### config.mk
export PLATFORM = sky130hd
export DESIGN_NAME = bcd_calendar_core
export DESIGN_NICKNAME = d
export VERILOG_FILES = /design/src/rtl/cal_pkg.sv /design/src/rtl/cal_time_chain.sv /design/src/rtl/cal_date_chain.sv /design/src/rtl/cal_osc_monitor.sv /design/src/rtl/bcd_calendar_core.sv
export SDC_FILE = /design/constraint.sdc
export NUM_CORES = 1
export LEC_CHECK = 0
export BUFFER_PORTS_ARGS = -buffer_cell sky130_fd_sc_hd__buf_2
export CELL_PAD_IN_SITES_DETAIL_PLACEMENT = 0
export CELL_PAD_IN_SITES_GLOBAL_PLACEMENT = 1
export CORE_MARGIN = 1
export CORE_UTILIZATION = 43
export DETAILED_ROUTE_END_ITERATION = 6
export PLACE_DENSITY_LB_ADDON = 0.1
export SLEW_MARGIN = 20
export SYNTH_ARGS = -nofsm -noshare
export SYNTH_HDL_FRONTEND = slang
export SYNTH_SLANG_ARGS = --single-unit
### constraint.sdc
create_clock -name clk -period 4.44 [get_ports clk]
set_input_delay 0.222 -clock clk [delete_from_list [all_inputs] [get_ports clk]]
set_output_delay 0.222 -clock clk [all_outputs]
set_load 0.01 [all_outputs]
### src/rtl/cal_pkg.sv
package cal_pkg;
  localparam int REG_W    = 8;
  localparam int NUM_REGS = 8;
  localparam int IDX_SEC  = 0;
  localparam int IDX_MIN  = 1;
  localparam int IDX_HOUR = 2;
  localparam int IDX_DOW  = 3;
  localparam int IDX_DATE = 4;
  localparam int IDX_MON  = 5;
  localparam int IDX_YEAR = 6;
  localparam int IDX_FLAG = 7;
  localparam int TIME_REGS = IDX_YEAR + 1;

  localparam logic [REG_W-1:0] SEC_LAST  = 8'h59;
  localparam logic [REG_W-1:0] MIN_LAST  = 8'h59;
  localparam logic [REG_W-1:0] HOUR_LAST = 8'h23;
  localparam logic [REG_W-1:0] DOW_LAST  = 8'h07;
  localparam logic [REG_W-1:0] MON_LAST  = 8'h12;
  localparam logic [REG_W-1:0] YEAR_LAST = 8'h99;
  localparam logic [REG_W-1:0] BCD_ONE   = 8'h01;

  typedef logic [REG_W-1:0] bcd_byte_t;

  // Two-digit BCD increment; a units digit at 9 or above carries.
  function automatic bcd_byte_t bcd_next(input bcd_byte_t v);
    if (v[3:0] >= 4'd9) bcd_next = {v[7:4] + 4'd1, 4'd0};
    else                bcd_next = {v[7:4], v[3:0] + 4'd1};
  endfunction

  // Multiple of four in BCD: even tens need units 0/4/8, odd tens need 2/6.
  function automatic logic bcd_leap(input bcd_byte_t y);
    if (y[4]) bcd_leap = (y[3:0] == 4'd2) || (y[3:0] == 4'd6);
    else      bcd_leap = (y[3:0] == 4'd0) || (y[3:0] == 4'd4) || (y[3:0] == 4'd8);
  endfunction

  function automatic bcd_byte_t month_last_day(input bcd_byte_t m, input logic leap);
    case (m)
      8'h02:                      month_last_day = leap ? 8'h29 : 8'h28;
      8'h04, 8'h06, 8'h09, 8'h11: month_last_day = 8'h30;
      default:                    month_last_day = 8'h31;
    endcase
  endfunction
endpackage

### src/rtl/cal_time_chain.sv
module cal_time_chain
  import cal_pkg::*;
(
  input  logic      clk,
  input  logic      rst_n,
  input  logic      step,
  input  logic      wr_sec,
  input  logic      wr_min,
  input  logic      wr_hour,
  input  bcd_byte_t wr_data,
  output bcd_byte_t sec,
  output bcd_byte_t min,
  output bcd_byte_t hour,
  output logic      sec_wrap,
  output logic      min_wrap,
  output logic      day_step,
  output logic      min_pulse
);
  wire unused_wr_top = &{1'b0, wr_data[7]};

  assign sec_wrap = step && (sec >= SEC_LAST);
  assign min_wrap = sec_wrap && (min >= MIN_LAST);
  assign day_step = min_wrap && (hour >= HOUR_LAST);

  always_ff @(posedge clk or negedge rst_n) begin
    if (!rst_n) begin
      sec       <= '0;
      min       <= '0;
      hour      <= '0;
      min_pulse <= 1'b0;
    end else begin
      min_pulse <= sec_wrap;
      if (wr_sec)        sec <= {1'b0, wr_data[6:0]};
      else if (sec_wrap) sec <= '0;
      else if (step)     sec <= bcd_next(sec);

      if (wr_min)        min <= {1'b0, wr_data[6:0]};
      else if (min_wrap) min <= '0;
      else if (sec_wrap) min <= bcd_next(min);

      if (wr_hour)       hour <= {2'b0, wr_data[5:0]};
      else if (day_step) hour <= '0;
      else if (min_wrap) hour <= bcd_next(hour);
    end
  end
endmodule

### src/rtl/cal_date_chain.sv
module cal_date_chain
  import cal_pkg::*;
(
  input  logic      clk,
  input  logic      rst_n,
  input  logic      day_step,
  input  logic      wr_hour,
  input  logic      wr_dow,
  input  logic      wr_date,
  input  logic      wr_mon,
  input  logic      wr_year,
  input  bcd_byte_t wr_data,
  output bcd_byte_t dow,
  output bcd_byte_t date,
  output bcd_byte_t mon,
  output bcd_byte_t year,
  output logic      cen_en,
  output logic      cen,
  output logic      date_wrap,
  output logic      year_wrap
);
  bcd_byte_t last_day;
  logic      mon_wrap;

  assign last_day  = month_last_day(mon, bcd_leap(year));
  assign date_wrap = day_step && (date >= last_day);
  assign mon_wrap  = date_wrap && (mon >= MON_LAST);
  assign year_wrap = mon_wrap && (year >= YEAR_LAST);

  always_ff @(posedge clk or negedge rst_n) begin
    if (!rst_n) begin
      dow    <= BCD_ONE;
      date   <= BCD_ONE;
      mon    <= BCD_ONE;
      year   <= '0;
      cen_en <= 1'b0;
      cen    <= 1'b0;
    end else begin
      if (wr_dow)        dow <= {5'b0, wr_data[2:0]};
      else if (day_step) dow <= (dow >= DOW_LAST) ? BCD_ONE : dow + 8'd1;

      if (wr_date)        date <= {2'b0, wr_data[5:0]};
      else if (date_wrap) date <= BCD_ONE;
      else if (day_step)  date <= bcd_next(date);

      if (wr_mon)         mon <= {3'b0, wr_data[4:0]};
      else if (mon_wrap)  mon <= BCD_ONE;
      else if (date_wrap) mon <= bcd_next(mon);

      if (wr_year)        year <= wr_data;
      else if (year_wrap) year <= '0;
      else if (mon_wrap)  year <= bcd_next(year);

      if (wr_hour) begin
        cen_en <= wr_data[7];
        cen    <= wr_data[6];
      end else if (year_wrap && cen_en) begin
        cen <= ~cen;
      end
    end
  end
endmodule

### src/rtl/cal_osc_monitor.sv
module cal_osc_monitor
  import cal_pkg::*;
#(
  parameter logic FLAG_AT_RESET = 1'b1
) (
  input  logic      clk,
  input  logic      rst_n,
  input  logic      osc_running,
  input  logic      wr_ctl,
  input  logic      wr_flag,
  input  bcd_byte_t wr_data,
  output logic      osc_dis,
  output logic      stop_flag,
  output logic      run_now,
  output logic      stop_edge
);
  logic run_q;
  wire unused_wr_low = &{1'b0, wr_data[6:0]};

  assign run_now   = osc_running && !osc_dis;
  assign stop_edge = run_q && !run_now;

  always_ff @(posedge clk or negedge rst_n) begin
    if (!rst_n) begin
      osc_dis   <= 1'b0;
      run_q     <= 1'b0;
      stop_flag <= FLAG_AT_RESET;
    end else begin
      run_q <= run_now;
      if (wr_ctl) osc_dis <= wr_data[7];
      if (stop_edge)                  stop_flag <= 1'b1;
      else if (wr_flag && !wr_data[7]) stop_flag <= 1'b0;
    end
  end
endmodule

### src/rtl/bcd_calendar_core.sv
module bcd_calendar_core
  import cal_pkg::*;
#(
  parameter logic FLAG_AT_RESET = 1'b1
) (
  input  logic                      clk,
  input  logic                      rst_n,
  input  logic                      tick_1hz,
  input  logic                      osc_running,
  input  logic [NUM_REGS-1:0]       wr_en,
  input  logic [REG_W-1:0]          wr_data,
  output logic [NUM_REGS*REG_W-1:0] reg_out,
  output logic                      min_pulse
);
  bcd_byte_t sec, min, hour, dow, date, mon, year;
  logic      cen_en, cen, osc_dis, stop_flag;
  logic      time_wr, step, run_now, stop_edge;
  logic      sec_wrap, min_wrap, day_step, date_wrap, year_wrap;
  bcd_byte_t regs [NUM_REGS];

  assign time_wr = |wr_en[TIME_REGS-1:0];
  assign step    = tick_1hz && run_now && !time_wr;

  cal_time_chain u_time (
    .clk(clk), .rst_n(rst_n), .step(step),
    .wr_sec(wr_en[IDX_SEC]), .wr_min(wr_en[IDX_MIN]), .wr_hour(wr_en[IDX_HOUR]),
    .wr_data(wr_data), .sec(sec), .min(min), .hour(hour),
    .sec_wrap(sec_wrap), .min_wrap(min_wrap), .day_step(day_step),
    .min_pulse(min_pulse)
  );

  cal_date_chain u_date (
    .clk(clk), .rst_n(rst_n), .day_step(day_step),
    .wr_hour(wr_en[IDX_HOUR]), .wr_dow(wr_en[IDX_DOW]), .wr_date(wr_en[IDX_DATE]),
    .wr_mon(wr_en[IDX_MON]), .wr_year(wr_en[IDX_YEAR]), .wr_data(wr_data),
    .dow(dow), .date(date), .mon(mon), .year(year),
    .cen_en(cen_en), .cen(cen), .date_wrap(date_wrap), .year_wrap(year_wrap)
  );

  cal_osc_monitor #(.FLAG_AT_RESET(FLAG_AT_RESET)) u_osc (
    .clk(clk), .rst_n(rst_n), .osc_running(osc_running),
    .wr_ctl(wr_en[IDX_SEC]), .wr_flag(wr_en[IDX_FLAG]), .wr_data(wr_data),
    .osc_dis(osc_dis), .stop_flag(stop_flag), .run_now(run_now), .stop_edge(stop_edge)
  );

  always_comb begin
    regs[IDX_SEC]  = {osc_dis, sec[6:0]};
    regs[IDX_MIN]  = {1'b0, min[6:0]};
    regs[IDX_HOUR] = {cen_en, cen, hour[5:0]};
    regs[IDX_DOW]  = {5'b0, dow[2:0]};
    regs[IDX_DATE] = {2'b0, date[5:0]};
    regs[IDX_MON]  = {3'b0, mon[4:0]};
    regs[IDX_YEAR] = year;
    regs[IDX_FLAG] = {stop_flag, 7'b0};
  end

  for (genvar gi = 0; gi < NUM_REGS; gi++) begin : g_pack
    assign reg_out[gi*REG_W +: REG_W] = regs[gi];
  end

  wire unused_upper = &{1'b0, sec[7], min[7], hour[7:6], dow[7:3], date[7:6], mon[7:5]};
endmodule

After elaboration in Yosys (flattened, before gate mapping) --
Cells that the tools add are included.
Storage, ports and cells: input port bits 20, bits in registers 62
Operators by class: muxes and demuxes 34, add/sub/neg operators 13, order comparisons 13, bitwise logic cells 1, reduce and logical (&&, ||, !) cells 43, equality and inequality tests 9
Operators by type and width (count):
- two-way mux 8 bit | 27
- adder 4 x 1 -> 4 bit (second input constant) | 12
- nonzero test 3 bit | 12
- greater-or-equal comparator 4 bit (second input constant) | 6
- equality test 8 x 3 -> 1 bit (second input constant) | 2
- greater-or-equal comparator 8 x 7 -> 1 bit (second input constant) | 2
- one-hot mux 8 bit (2 select lines) | 1
- logical AND 1 bit | 12
- AND reduction 2 bit | 6
- adder 8 x 1 -> 8 bit (second input constant) | 1
- equality test 4 x 3 -> 1 bit (second input constant) | 2
- equality test 8 x 2 -> 1 bit (second input constant) | 1
- equality test 8 x 4 -> 1 bit (second input constant) | 1
- equality test 8 x 5 -> 1 bit (second input constant) | 1
- greater-or-equal comparator 8 x 3 -> 1 bit (second input constant) | 1
- greater-or-equal comparator 8 x 5 -> 1 bit (second input constant) | 1
- greater-or-equal comparator 8 x 6 -> 1 bit (second input constant) | 1
- greater-or-equal comparator 8 bit | 1
- greater-or-equal comparator 8 bit (second input constant) | 1
- OR reduction 7 bit | 1
- two-way mux 1 bit | 6
- nonzero test 2 bit | 3
- equality test 4 x 2 -> 1 bit (second input constant) | 1
- equality test 4 bit (second input constant) | 1
- other kinds (5) | 10

Logic depth before layout (Yosys ltp) --
Gate-level depths: netlist of the first run.
word-level depth 13, depth in mapped cells 12

By module --
Synthesis of the first run repeated with hierarchy kept, for this count alone.
Second synthesis, totals: cell total of the unflattened synthesis 474, area, all modules 4340.4 um^2
By module, submodules not included:
- cal_date_chain | area each 2361.0 um^2, sequential area each 854.6 um^2, cells an instance 257, times used 1
- cal_time_chain | area each 1660.3 um^2, sequential area each 625.6 um^2, cells an instance 182, times used 1
- bcd_calendar_core | area each 196.4 um^2, sequential area each 0.0 um^2, cells an instance 26, times used 1
- cal_osc_monitor | area each 122.6 um^2, sequential area each 76.3 um^2, cells an instance 9, times used 1

Worst setup path after synthesis of the first run --
Ideal clock, no wire load.
path type register to register, from register u_date.mon[0], to register u_date.mon[2], setup time 126 ps, arrival time 3006 ps, slack 1308 ps, stages on the path, launching flop included 13, data required time 4314 ps, path through dfstp_2 > inv_1 > ha_1 > o211ai_1 > a21oi_1 > o21ai_0 > mux2_2 > ha_1 > or4b_1 > and4_1 > nor2_2 > nor2_1 > a221o_1
On the way: cells in the longest elaborated chain, start to end 8, elaborated cells between the ends (all ways) 18, classes of those cells add/sub: 1; order compare: 3; eq/ne: 5; mux: 5; reduce/logical: 4
RTL lines:
- start: declaration | RTL line cal_date_chain.sv:15 | output bcd_byte_t mon,
- start signal: assignment | RTL line cal_date_chain.sv:46 | if (wr_mon) mon <= {3'b0, wr_data[4:0]};
- start signal: assignment | RTL line cal_date_chain.sv:48 | else if (date_wrap) mon <= bcd_next(mon);
- equality test 8 x 3 -> 1 bit (tied with other cells) | RTL line cal_pkg.sv:37 | case (m)
- OR reduction 4 bit | RTL line cal_pkg.sv:37
- one-hot mux 8 bit (2 select lines) | RTL line cal_pkg.sv:37
- greater-or-equal comparator 8 bit | RTL line cal_date_chain.sv:26 | assign date_wrap = day_step && (date >= last_day);
- logical AND 1 bit | RTL line cal_date_chain.sv:26
- logical AND 1 bit | RTL line cal_date_chain.sv:27 | assign mon_wrap = date_wrap && (mon >= MON_LAST);
- two-way mux 8 bit | RTL line cal_date_chain.sv:47 | else if (mon_wrap) mon <= BCD_ONE;
- two-way mux 8 bit | RTL line cal_date_chain.sv:46
Parallel ways exist; a longest one is shown, timed or not. The select of a mux whose other input is x is not followed. A chain may end at the register's enable or synchronous reset.

Worst setup path in the final report of the first run --
from register u_date.mon[0], to register u_date.mon[0]
The elaborated chain is that of the path after synthesis.

==> results.md, run 1 <==
* Non-filler cells, final at 662
* RR Endpoint: u_date.mon[0]$_DFFE_PN1P_
* Worst EP arrival at 3790 ps
* Clock Latency Late Sink at 350 ps
* Gr ovfl total at 0
* Initial DRT Pass Iterations at 4
* Worst-path maximum fanout at 8
* RSZ-0062 raised after global routing: no
* Cells after Synth at 495
* Post-DR vias/cell at approximately 5.5
* Initial Utilization at 0.443
* Largest family of logic cells by synthesized area: compound AO/OA/AOI/OAI gates
* Most frequent cells in the layout: buf_2, dfrtp_1, inv_1, ha_1, nand2_1
* Post-Synth Adder-Cell Area at 0.104
* CTS tree: done
* # Max-Cap Violations at 0
* Grt met1 use at 0.309
* FF-to-FF Start: u_date.mon[0]$_DFFE_PN1P_
* First-pass GRT wire length at 18700 um
* Total GRT Usage at 0.219
* Num ports at 85
* Final TNS setup at 0 ps
* Yosys warns at 0
* Final nets at 579
* PwrDens at roughly 310 nW/um^2
* DRT iter0 DRCs at 260
* CTS Sinks at 62
* Finish-stage setup viols at 0
* R2r worst-path depth at 12
* DRT Wirelength at 11500 um
* Syn Area/Cell at 9.25 sq um
* Multiplexer area fraction after synthesis at 0.0210
* Seq/Total Area, Yosys at 0.340
* Most used DFF post-synth: dfrtp_1
* Post_cts resized at 0
* Initial antenna violation count at 0
* CP Launch Type: flop
* Post-synthesis simple-gate area fraction at 0.174
* Core Util, Final at 0.465
* Rows at 37
* Minimum clock period at 3560 ps
* Mapped cell area at 4580 sq um
* Hold Path Sink: u_date.year[7]$_DFFE_PN0P_
* Fin crit share at 0.802
* CTS root buf: clkbuf_8
* Critical path class: flop to flop
* Post-route ant nets at 0
* Core area at 10300 sq um
* Hold Violations, Final at 0
* Global routing's busiest layer: met2
* Post-synthesis to final-layout area growth at 4.86%
* Synth Area in XOR/XNOR at 0.00957
* Reg2reg setup slack at 880 ps
* Post-synthesis register bit count at slightly above 60
* Clock skew at 13.0 ps
* Critical Path RT at 4670 ps
* Actual slew at the worst max-slew pin at just over 900 ps
* Die H at 105 um
* Number of library cell types mapped by synthesis at 79
* WL/cell at 17.4 um
* DRC violations left at 0
* TritonCTS Buffers at 9
* Element type at the critical path end: flop
* Hold Path Depth at 2
* N_diodes at 0
* Die width at between 100 and 150 um
* Placed cells at between 600 and 700
* Peak supply drop at 171 uV
* Hold Path Origin: wr_data[7]
* Static Leak at roughly 0.0022 uW
* Number of post-CTS setup repair buffers at 0
* Share of cells above drive strength 1 at 0.200
* Clk buf depth at 2
* Hold Crit Class: input port to flop
* Met2 usage at 0.339
* H-tree depth at 3
* Post-synthesis compound-gate area fraction at 0.206
* Run status: finished clean
* Async S/R FF share, synth at 1.00
* Vias in the first global route at around 3400
* Max-slew violations at 0
* Clk slew on worst S/H paths at 80 ps
* Gpl congestion at 0.787
* Placed wire-length estimate at 8220 um
* Met3 Usage GRT at 0.0418
* Count of input and output buffers at 66
* DR vias at roughly 3700
* Fmax at 0.281 GHz
* Post-synth EDFFs at 0
* Commonest non-fill, non-tap cell in the layout: buf_2
* Die ar. at roughly 11000 sq um
* Slew HR at 0.382
* Largest net degree at the start of global routing at 47
logic make-up (layout without fill, tap and decap cells):
| group | after synthesis | in the layout |
|---|---|---|
| adder cells (fa/ha/maj) | 38 | 38 |
| AO/OA/AOI/OAI | 129 | 129 |
| flip-flops | 62 | 62 |
| other | 1 | 18 |
| multiplexers | 8 | 8 |
| AND/OR/NAND/NOR | 144 | 144 |
| XOR/XNOR | 5 | 5 |
| buffers and inverters | 108 | 122 |
per-layer routing:
| metal | vias to the layer above | part of all wire | routed length [um] |
|---|---|---|---|
| li1 | 1785 | - | - |
| met1 | 1773 | 0.48 | 5570 |
| met2 | 98 | 0.46 | 5350 |
| met3 | 10 | 0.039 | 445 |
| met4 | 0 | 0.015 | 172 |
| met5 | - | 0 | 0 |
cell type report:
cell class              count  area (sq um)
clock buffers              14           153
clock inverters             2          10.0
fillers                  1013          5520
inverters                  38           143
multi-input cells         342          2420
flip-flops and latches     62          1560
well taps                 136           170
repair buffers             68           348
cells in the mapped netlist (all sizes together), types with 3 or more instances:
| master | instances | share of area |
|---|---|---|
| and4 | 3 | 0.0068 |
| a21oi | 14 | 0.015 |
| dfstp | 4 | 0.023 |
| o211ai | 9 | 0.015 |
| o41ai | 3 | 0.0057 |
| nand3 | 20 | 0.023 |
| o31a | 3 | 0.0057 |
| a32oi | 4 | 0.0077 |
| a221oi | 6 | 0.014 |
| a211oi | 9 | 0.016 |
| nand2b | 5 | 0.0068 |
| a41oi | 3 | 0.0090 |
| dfrtp | 58 | 0.32 |
| or2 | 4 | 0.0055 |
| o21ai | 30 | 0.033 |
| nor4 | 5 | 0.0082 |
| nor2 | 19 | 0.016 |
| xnor2 | 3 | 0.0057 |
| ha | 38 | 0.10 |
| a22oi | 3 | 0.0049 |
| o311ai | 3 | 0.0057 |
| nor3b | 5 | 0.0082 |
| mux2 | 7 | 0.019 |
| a221o | 3 | 0.0066 |
| buf | 63 | 0.11 |
| a22o | 3 | 0.0057 |
| o21a | 3 | 0.0049 |
| and2 | 6 | 0.0082 |
| nor2b | 7 | 0.0096 |
| a31oi | 6 | 0.0082 |
| and3 | 7 | 0.0096 |
| o31ai | 8 | 0.013 |
| nand4 | 8 | 0.012 |
| nor3 | 11 | 0.012 |
| nand2 | 33 | 0.027 |
| inv | 38 | 0.031 |
| clkbuf | 7 | 0.0057 |
how the worst max path moves through the flow:
stage	to	from	slack (ps)
after floorplan	u_date.mon[2]$_DFFE_PN0P_	u_date.mon[0]$_DFFE_PN1P_	1310
after global placement	u_date.mon[2]$_DFFE_PN0P_	u_date.mon[0]$_DFFE_PN1P_	1030
after detailed placement	u_date.mon[0]$_DFFE_PN1P_	u_date.mon[0]$_DFFE_PN1P_	890
after CTS	u_date.mon[0]$_DFFE_PN1P_	u_date.mon[0]$_DFFE_PN1P_	860
after global routing	u_date.mon[4]$_DFFE_PN0P_	u_date.mon[0]$_DFFE_PN1P_	610
final	u_date.mon[0]$_DFFE_PN1P_	u_date.mon[0]$_DFFE_PN1P_	880
sequential cells by signal (all words and copies together) (netlist names):
register	flops
u_date.cen	1
u_date.cen_en	1
u_date.date	8
u_date.dow	8
u_date.mon	8
u_date.year	8
u_osc.osc_dis	1
u_osc.run_q	1
u_osc.stop_flag	1
u_time.hour	8
u_time.min	8
u_time.min_pulse	1
u_time.sec	8
repair_timing:
action                                 in CTS  in global routing
hold buffers                                1                  0
setup endpoints to repair                   0                  0
endpoints found under the hold margin      14                  0
worst max-delay path, cell delays in order (launching register included):
cell and delay, ps:
dfstp_2 590, inv_1 100, ha_1 230, o211ai_1 160
a21oi_1 80, o21ai_0 210, mux2_2 190, ha_1 210
or4b_1 550, and4_1 270, nor2_2 300, nor2_1 190
o311ai_0 360
per-stage QoR:
step | area (sq um) | setup WS [ps] | hold WS (ps) | power, uW
6_report | 4800 | 879 | 145 | 1510
5_1_grt | 4800 | 612 | 139 | 1600
4_1_cts | 4800 | 860 | 143 | 1520
3_5_place_dp | 4630 | 891 | 182 | 1070
3_3_place_gp | 4630 | 1030 | 179 | 1070
2_1_floorplan | 4640 | 1310 | -73.6 | 995
report_power, final:
part | internal (uW) | switching, uW
Clock | 217 | 227
Sequential | 615 | 70.3
Combinational | 149 | 229
No activity file was read; power rests on OpenSTA's default activity.
==> inputs of run 2 (changes only) <==
--- a/config.mk
+++ b/config.mk
@@ -5,11 +5,12 @@
 export SDC_FILE = /design/constraint.sdc
 export NUM_CORES = 1
 export LEC_CHECK = 0
+export ABC_AREA = 1
 export BUFFER_PORTS_ARGS = -buffer_cell sky130_fd_sc_hd__buf_2
 export CELL_PAD_IN_SITES_DETAIL_PLACEMENT = 0
 export CELL_PAD_IN_SITES_GLOBAL_PLACEMENT = 1
 export CORE_MARGIN = 1
-export CORE_UTILIZATION = 43
+export CORE_UTILIZATION = 41
 export DETAILED_ROUTE_END_ITERATION = 6
 export PLACE_DENSITY_LB_ADDON = 0.1
 export SLEW_MARGIN = 20
==> constraint.sdc (replaced) <==
create_clock -name clk -period 3.6 [get_ports clk]
set_input_delay 0.18 -clock clk [delete_from_list [all_inputs] [get_ports clk]]
set_output_delay 0.18 -clock clk [all_outputs]
set_load 0.01 [all_outputs]
==> run 2 against run 1 <==
Effect of this change:
- core utilization is 0.18 points higher
- cell count up 18%
- wire length down 0.77%
- highest routed layer unchanged
- sequential cell count unchanged
- sequential share of layout area shrank 1.9 points
- critical path depth up 5
==> results.md, run 2 <==
* Run status: finished clean
* Gate power share at 0.273
* Share of cells above drive strength 1 at 0.190
* Critical path class: flop to flop
* TritonCTS Buffers at 9
* Core area at 10900 sq um
* Post_cts resized at 0
* Fin worst setup slack at 569 ps
* Peak supply drop at 256 uV
* Initial DRT Pass Iterations at 4
* Hold Violations, Final at 0
* Number of post-CTS setup repair buffers at 0
* DRT iter0 DRCs at around 140
* Post-synthesis register bit count at 62
* Clock power frac at 0.361
* Yosys warns at 0
* Gpl congestion at 0.839
* # Max-Cap Violations at 0
* Final TNS setup at 0 ps
* Layout Cell Area excl Fill at approximately 5100 sq um
* CP startpoint: u_date.mon[0]$_DFFE_PN1P_
* Syn Area/Cell at 7.75 sq um
* H-tree depth at 3
* Most used DFF post-synth: dfrtp_1
* FF-to-FF Start: u_date.mon[0]$_DFFE_PN1P_
* Tot Pwr at 2500 uW
* Max-slew violations at 0
* First-pass GRT wire length at 18700 um
* Cts hold-fix bufs at 1
* Fmax at 0.330 GHz
* Static Leak at 0.00271 uW
* Reg area at ~1600 sq um
* Yosys top cell by area: dfrtp_1
* Seq/Total Area, Yosys at 0.334
* RSZ-0062 raised after global routing: no
* Largest net degree at the start of global routing at 34
* CTS Sinks at 62
* Most frequent cells in the layout: nand2_1, inv_1, buf_2, dfrtp_1
* Slew HR at 0.501
* DP Area at between 4000 and 5000 sq um
* Hold Crit Class: input port to flop
* R2r worst-path depth at 17
* Num ports at 85
* Post-DR vias/cell at 4.84
* Clock Latency Late Sink at 340 ps
* Finish-stage setup viols at 0
* Reg2reg setup slack at 570 ps
* Pre-CTS setup slack at 589 ps
* Worst EP arrival at about 3300 ps
* Clock skew at 7.71 ps
* Gr ovfl total at 0
* Layout filler cell count at 1127
* N_diodes at 0
* Initial Utilization at 0.426
* Worst-path maximum fanout at 7
* Die ar. at 11800 sq um
* Cell internal pwr at 1620 uW
* Rows at 38
* Switch Pwr at 877 uW
* DRT Wirelength at approximately 11000 um
* Post-synth EDFFs at 0
* Commonest non-fill, non-tap cell in the layout: nand2_1
* Synth top area share at 0.312
* Total GRT Usage at 0.211
* Reg power frac at 0.367
* DR vias at ~3800
* Area of the multi-input gates at 2350 sq um
* Async S/R FF share, synth at 1.00
* Fin crit share at 0.842
* RR Endpoint: u_date.date[6]$_DFFE_PN0P_
* WL/cell at between 10 and 15 um
* DRC violations left at 0
* Die H at about 110 um
* Element type at the critical path end: flop
* Worst Setup EP: u_date.date[6]$_DFFE_PN0P_
* Cells after Synth at approximately 600
* Actual slew at the worst max-slew pin at 749 ps
* Count of input and output buffers at 66
* CTS root buf: clkbuf_16
* Post-route ant nets at 0
* Post-synthesis to final-layout area growth at 9.65%
* Initial antenna violation count at 0
* Mapped cell area at 4660 sq um
* Placed wire-length estimate at around 9000 um
* Critical Path RT at 3860 ps
* Die width at about 110 um
* Clk slew on worst S/H paths at 50 ps
* PwrDens at 489 nW/um^2
* Synth top area cells: dfrtp_1, ha_1, nand2_1, buf_4, inv_1
* Top-count cell post-synth: nand2_1
* Sw frac at 0.351
* Vias in the first global route at about 3500
* CTS tree: done
* Clk buf depth at 2
* Number of library cell types mapped by synthesis at 45
* Synth cell count leaders: nand2_1, inv_1, dfrtp_1
* CP Launch Type: flop
* Minimum clock period at 3030 ps
* Final nets at between 600 and 700
-- run 2: power by group through the flow --
| stage | clock, uW | combinational (uW) | sequential [uW] |
|---|---|---|---|
| finish | 901 | 682 | 916 |
| floorplan | 0 | 582 | 900 |
| global placement | 0 | 683 | 924 |
| global route | 954 | 785 | 934 |
| CTS | 918 | 689 | 916 |
| detailed placement | 0 | 685 | 928 |
-- run 2: cell families after synthesis --
kind of cell    share of synthesized area
simple gates                        0.251
buf+inv                             0.175
compound gates                      0.106
other cells                      0.000805
xor+xnor                           0.0301
fa+ha+maj                           0.102
flops                               0.334
-- run 2: through the flow --
step | std cells | util | hold slack, ps
floorplan | 618 | - | -116
global placement | 766 | 0.438 | 288
detailed placement | 766 | 0.438 | 295
CTS | 783 | 0.467 | 112
global route | 783 | 0.467 | 128
finish | 783 | 0.467 | 122
-- run 2: final cells by class --
class	instances	share of cell area
Clock buffer	11	0.0495
Clock inverter	5	0.0113
Inverter	98	0.0723
Multi-Input combinational cell	399	0.460
Sequential cell	62	0.305
Tap cell	140	0.0343
Timing Repair Buffer	68	0.0681
-- run 2: worst min path at each step --
stage                start                   endpoint  slack [ps]  cells after the start
2_1_floorplan        rst_n     u_date.cen$_DFFE_PN0P_        -120                      0
3_3_place_gp         rst_n  u_time.min[0]$_DFFE_PN0P_         290                      1
3_5_place_dp         rst_n  u_time.min[0]$_DFFE_PN0P_         300                      1
4_1_cts        osc_running      u_osc.run_q$_DFF_PN0_         110                      3
5_1_grt        osc_running      u_osc.run_q$_DFF_PN0_         130                      3
6_report       osc_running      u_osc.run_q$_DFF_PN0_         120                      3
-- run 2: critical path: stages (launching register included) --
cell	delay, ps
dfstp_2	590
inv_1	90
ha_1	210
o21ai_0	140
o21ai_0	100
a32oi_1	220
nor2_1	60
a31oi_1	150
ha_1	250
nand2_1	70
nor2_1	40
nand2_1	50
nand3_1	260
nand2_4	240
nand2_4	70
o21ai_2	240
nand2_1	80
o21ai_1	70
-- run 2: metal layers --
metal,share of wire,GRT usage,vias up
li1,-,-,1946
met3,0.039,0.0344,12
met1,0.51,0.312,1752
met5,0,0,-
met4,0.014,0.0705,0
met2,0.44,0.308,81
==> inputs of run 3 (changes only) <==
--- a/config.mk
+++ b/config.mk
@@ -10,7 +10,7 @@
 export CELL_PAD_IN_SITES_DETAIL_PLACEMENT = 0
 export CELL_PAD_IN_SITES_GLOBAL_PLACEMENT = 1
 export CORE_MARGIN = 1
-export CORE_UTILIZATION = 41
+export CORE_UTILIZATION = 37
 export DETAILED_ROUTE_END_ITERATION = 6
 export PLACE_DENSITY_LB_ADDON = 0.1
 export SLEW_MARGIN = 20
==> constraint.sdc (replaced) <==
create_clock -name clk -period 2.62 [get_ports clk]
set_input_delay 0.131 -clock clk [delete_from_list [all_inputs] [get_ports clk]]
set_output_delay 0.131 -clock clk [all_outputs]
set_load 0.01 [all_outputs]
==> run 3 against run 2 <==
Effect of this change:
- non-clock buffer count up 21
- core utilization is 1.4 points lower
- sequential power grew 35%
- sequential cell count unchanged
- wire length rose by 5.4%
- clock-buffer cell count rose by 2
- fmax rose by 16%
- total power increased by 45%
- global-route usage decreased by 0.84 points
- die area rose by 11%
- critical path type unchanged
- critical endpoint is now u_date.date[5]$_DFFE_PN0P_
- largest power group is now the clock network
==> results.md, run 3 (synthesized netlist as in run 2, its figures left out) <==
* CTS root buf: clkbuf_16
* CP Launch Type: flop
* DRT iter0 DRCs at 160
* Count of input and output buffers at 66
* WL/cell at 14.5 um
* Layout filler cell count at 1260
* Sequence of cells on the critical path: inv_4, ha_4, o21ai_2, o21ai_1, a32oi_1, nor2_1, a31oi_1, ha_2, nand2_1, nor2_1, nand2_1, nand3_4, nand2_4, nand2_4, nor2_4, nor2_4, nand2_1, nand2_1
* Die H at roughly 110 um
* Die width at approximately 110 um
* Hold Crit Class: input port to flop
* Reg2reg setup slack at between 9 and 10 ps
* Non-filler cells, final at 832
* Crit-path max cell delay at approximately 560 ps
* Die ar. at 13000 sq um
* Core Util, Final at 0.452
* Most frequent CP cell: nand2_1
* Num ports at 85
* First-pass GRT wire length at around 20000 um
* FF-to-FF Start: u_date.mon[0]$_DFFE_PN1P_
* Core area at 12200 sq um
* Layout Cell Area excl Fill at between 5000 and 6000 sq um
* Initial Utilization at 0.383
* DR vias at 3890
* Element type at the critical path end: flop
* CTS Sinks at 62
* Initial DRT Pass Iterations at 4
* Gr ovfl total at 0
* Slew HR at 0.470
* DRC violations left at 0
* Actual slew at the worst max-slew pin at between 700 and 800 ps
* Clock skew at between 5 and 6 ps
* Initial antenna violation count at 0
* R2r worst-path depth at 18
* RR Endpoint: u_date.date[5]$_DFFE_PN0P_
* Static Leak at 0.00285 uW
* Clk buf depth at 2
* Hold Path Origin: osc_running
* Placed wire-length estimate at 9250 um
* Most frequent cells in the layout: nand2_1, inv_1, buf_2, dfrtp_1, nor2_1
* Share of cells above drive strength 1 at 0.253
* Critical path class: flop to flop
* PwrDens at ~660 nW/um^2
* CTS tree: done
* Rows at 40
* # Max-Cap Violations at 0
* Fmax at 0.383 GHz
* Peak supply drop at between 300 and 400 uV
* Gpl congestion at 0.813
* DP Area at 4980 sq um
* Finish-stage setup viols at 0
* Placed cells at 813
* CP startpoint: u_date.mon[0]$_DFFE_PN1P_
* N_diodes at 0
* Total GRT Usage at 0.202
* Commonest non-fill, non-tap cell in the layout: nand2_1
* RSZ-0062 raised after global routing: yes
* Worst-path maximum fanout at 5
* Final TNS setup at 0 ps
* Critical Path RT at between 2000 and 3000 ps
* Largest net degree at the start of global routing at 33
* Max-slew violations at 0
* TritonCTS Buffers at 9
* Hold Violations, Final at 0
* Run status: finished clean
* Slowest CP cell: dfstp_2
* Worst Setup EP: u_date.date[5]$_DFFE_PN0P_
* DRT Wirelength at 12100 um
* Post-route ant nets at 0
* Minimum clock period at 2610 ps
* Post-DR vias/cell at 4.68
* Fin crit share at 0.996
* Post-synthesis to final-layout area growth at 18.2%
* Vias in the first global route at around 3800
* H-tree depth at 3
* Final nets at 717
* Clock Latency Late Sink at 340 ps
* Worst EP arrival at 2840 ps
* Clk slew on worst S/H paths at approximately 50 ps
==> run 3: repair_timing <==
action,4_1_cts,5_1_grt
endpoints found under the hold margin,28,0
gates cloned,0,0
hold buffers,1,0
pin swaps,6,15
endpoints found under the setup margin,23,25
buffers inserted,2,1
gates resized for setup,10,35
==> run 3: critical path, delay by kind of cell (launching register included) <==
kind | cells | cell delay, ps
buffers and inverters | 1 | 60
AO/OA/AOI/OAI | 4 | 530
AND/OR/NAND/NOR | 11 | 920
flip-flops | 1 | 560
adder cells (fa/ha/maj) | 2 | 440
==> run 3: worst min-delay path by stage <==
stage                                       to  slack [ps]  depth (start not counted)
global placement    u_time.hour[7]$_DFFE_PN0P_         270                          1
CTS                      u_osc.run_q$_DFF_PN0_          40                          3
global route             u_osc.run_q$_DFF_PN0_          50                          3
detailed placement  u_time.hour[7]$_DFFE_PN0P_         270                          1
floorplan               u_date.cen$_DFFE_PN0P_        -160                          0
finish                   u_osc.run_q$_DFF_PN0_          50                          3
==> run 3: cell type report <==
class	instances	area, sq um	share of cell area
Tap cell	168	210	0.0382
Multi-Input combinational cell	399	2510	0.457
Clock inverter	3	67.6	0.0123
Sequential cell	62	1560	0.283
Timing Repair Buffer	89	522	0.0948
Clock buffer	13	250	0.0455
Inverter	98	383	0.0696
==> run 3: power breakdown <==
part	switching (uW)	internal (uW)
clock network	449	860
logic	650	415
registers	155	1090
==> run 3: metrics by stage <==
step | hold WS, ps | total power, uW | worst slack, ps
6_report | 47.2 | 3620 | 9.57
5_1_grt | 49.3 | 3870 | -266
4_1_cts | 38.4 | 3600 | 1.22
3_5_place_dp | 268 | 2270 | -152
3_3_place_gp | 273 | 2260 | -101
2_1_floorplan | -165 | 2040 | 42.1
==> run 3: metal layers <==
metal / up-vias / track usage / routed length (um)
met4: 0 / 0.0623 / 147
met5: - / 0 / 0
met1: 1841 / 0.292 / 6270
met3: 10 / 0.0418 / 362
li1: 1977 / - / -
met2: 62 / 0.302 / 5280
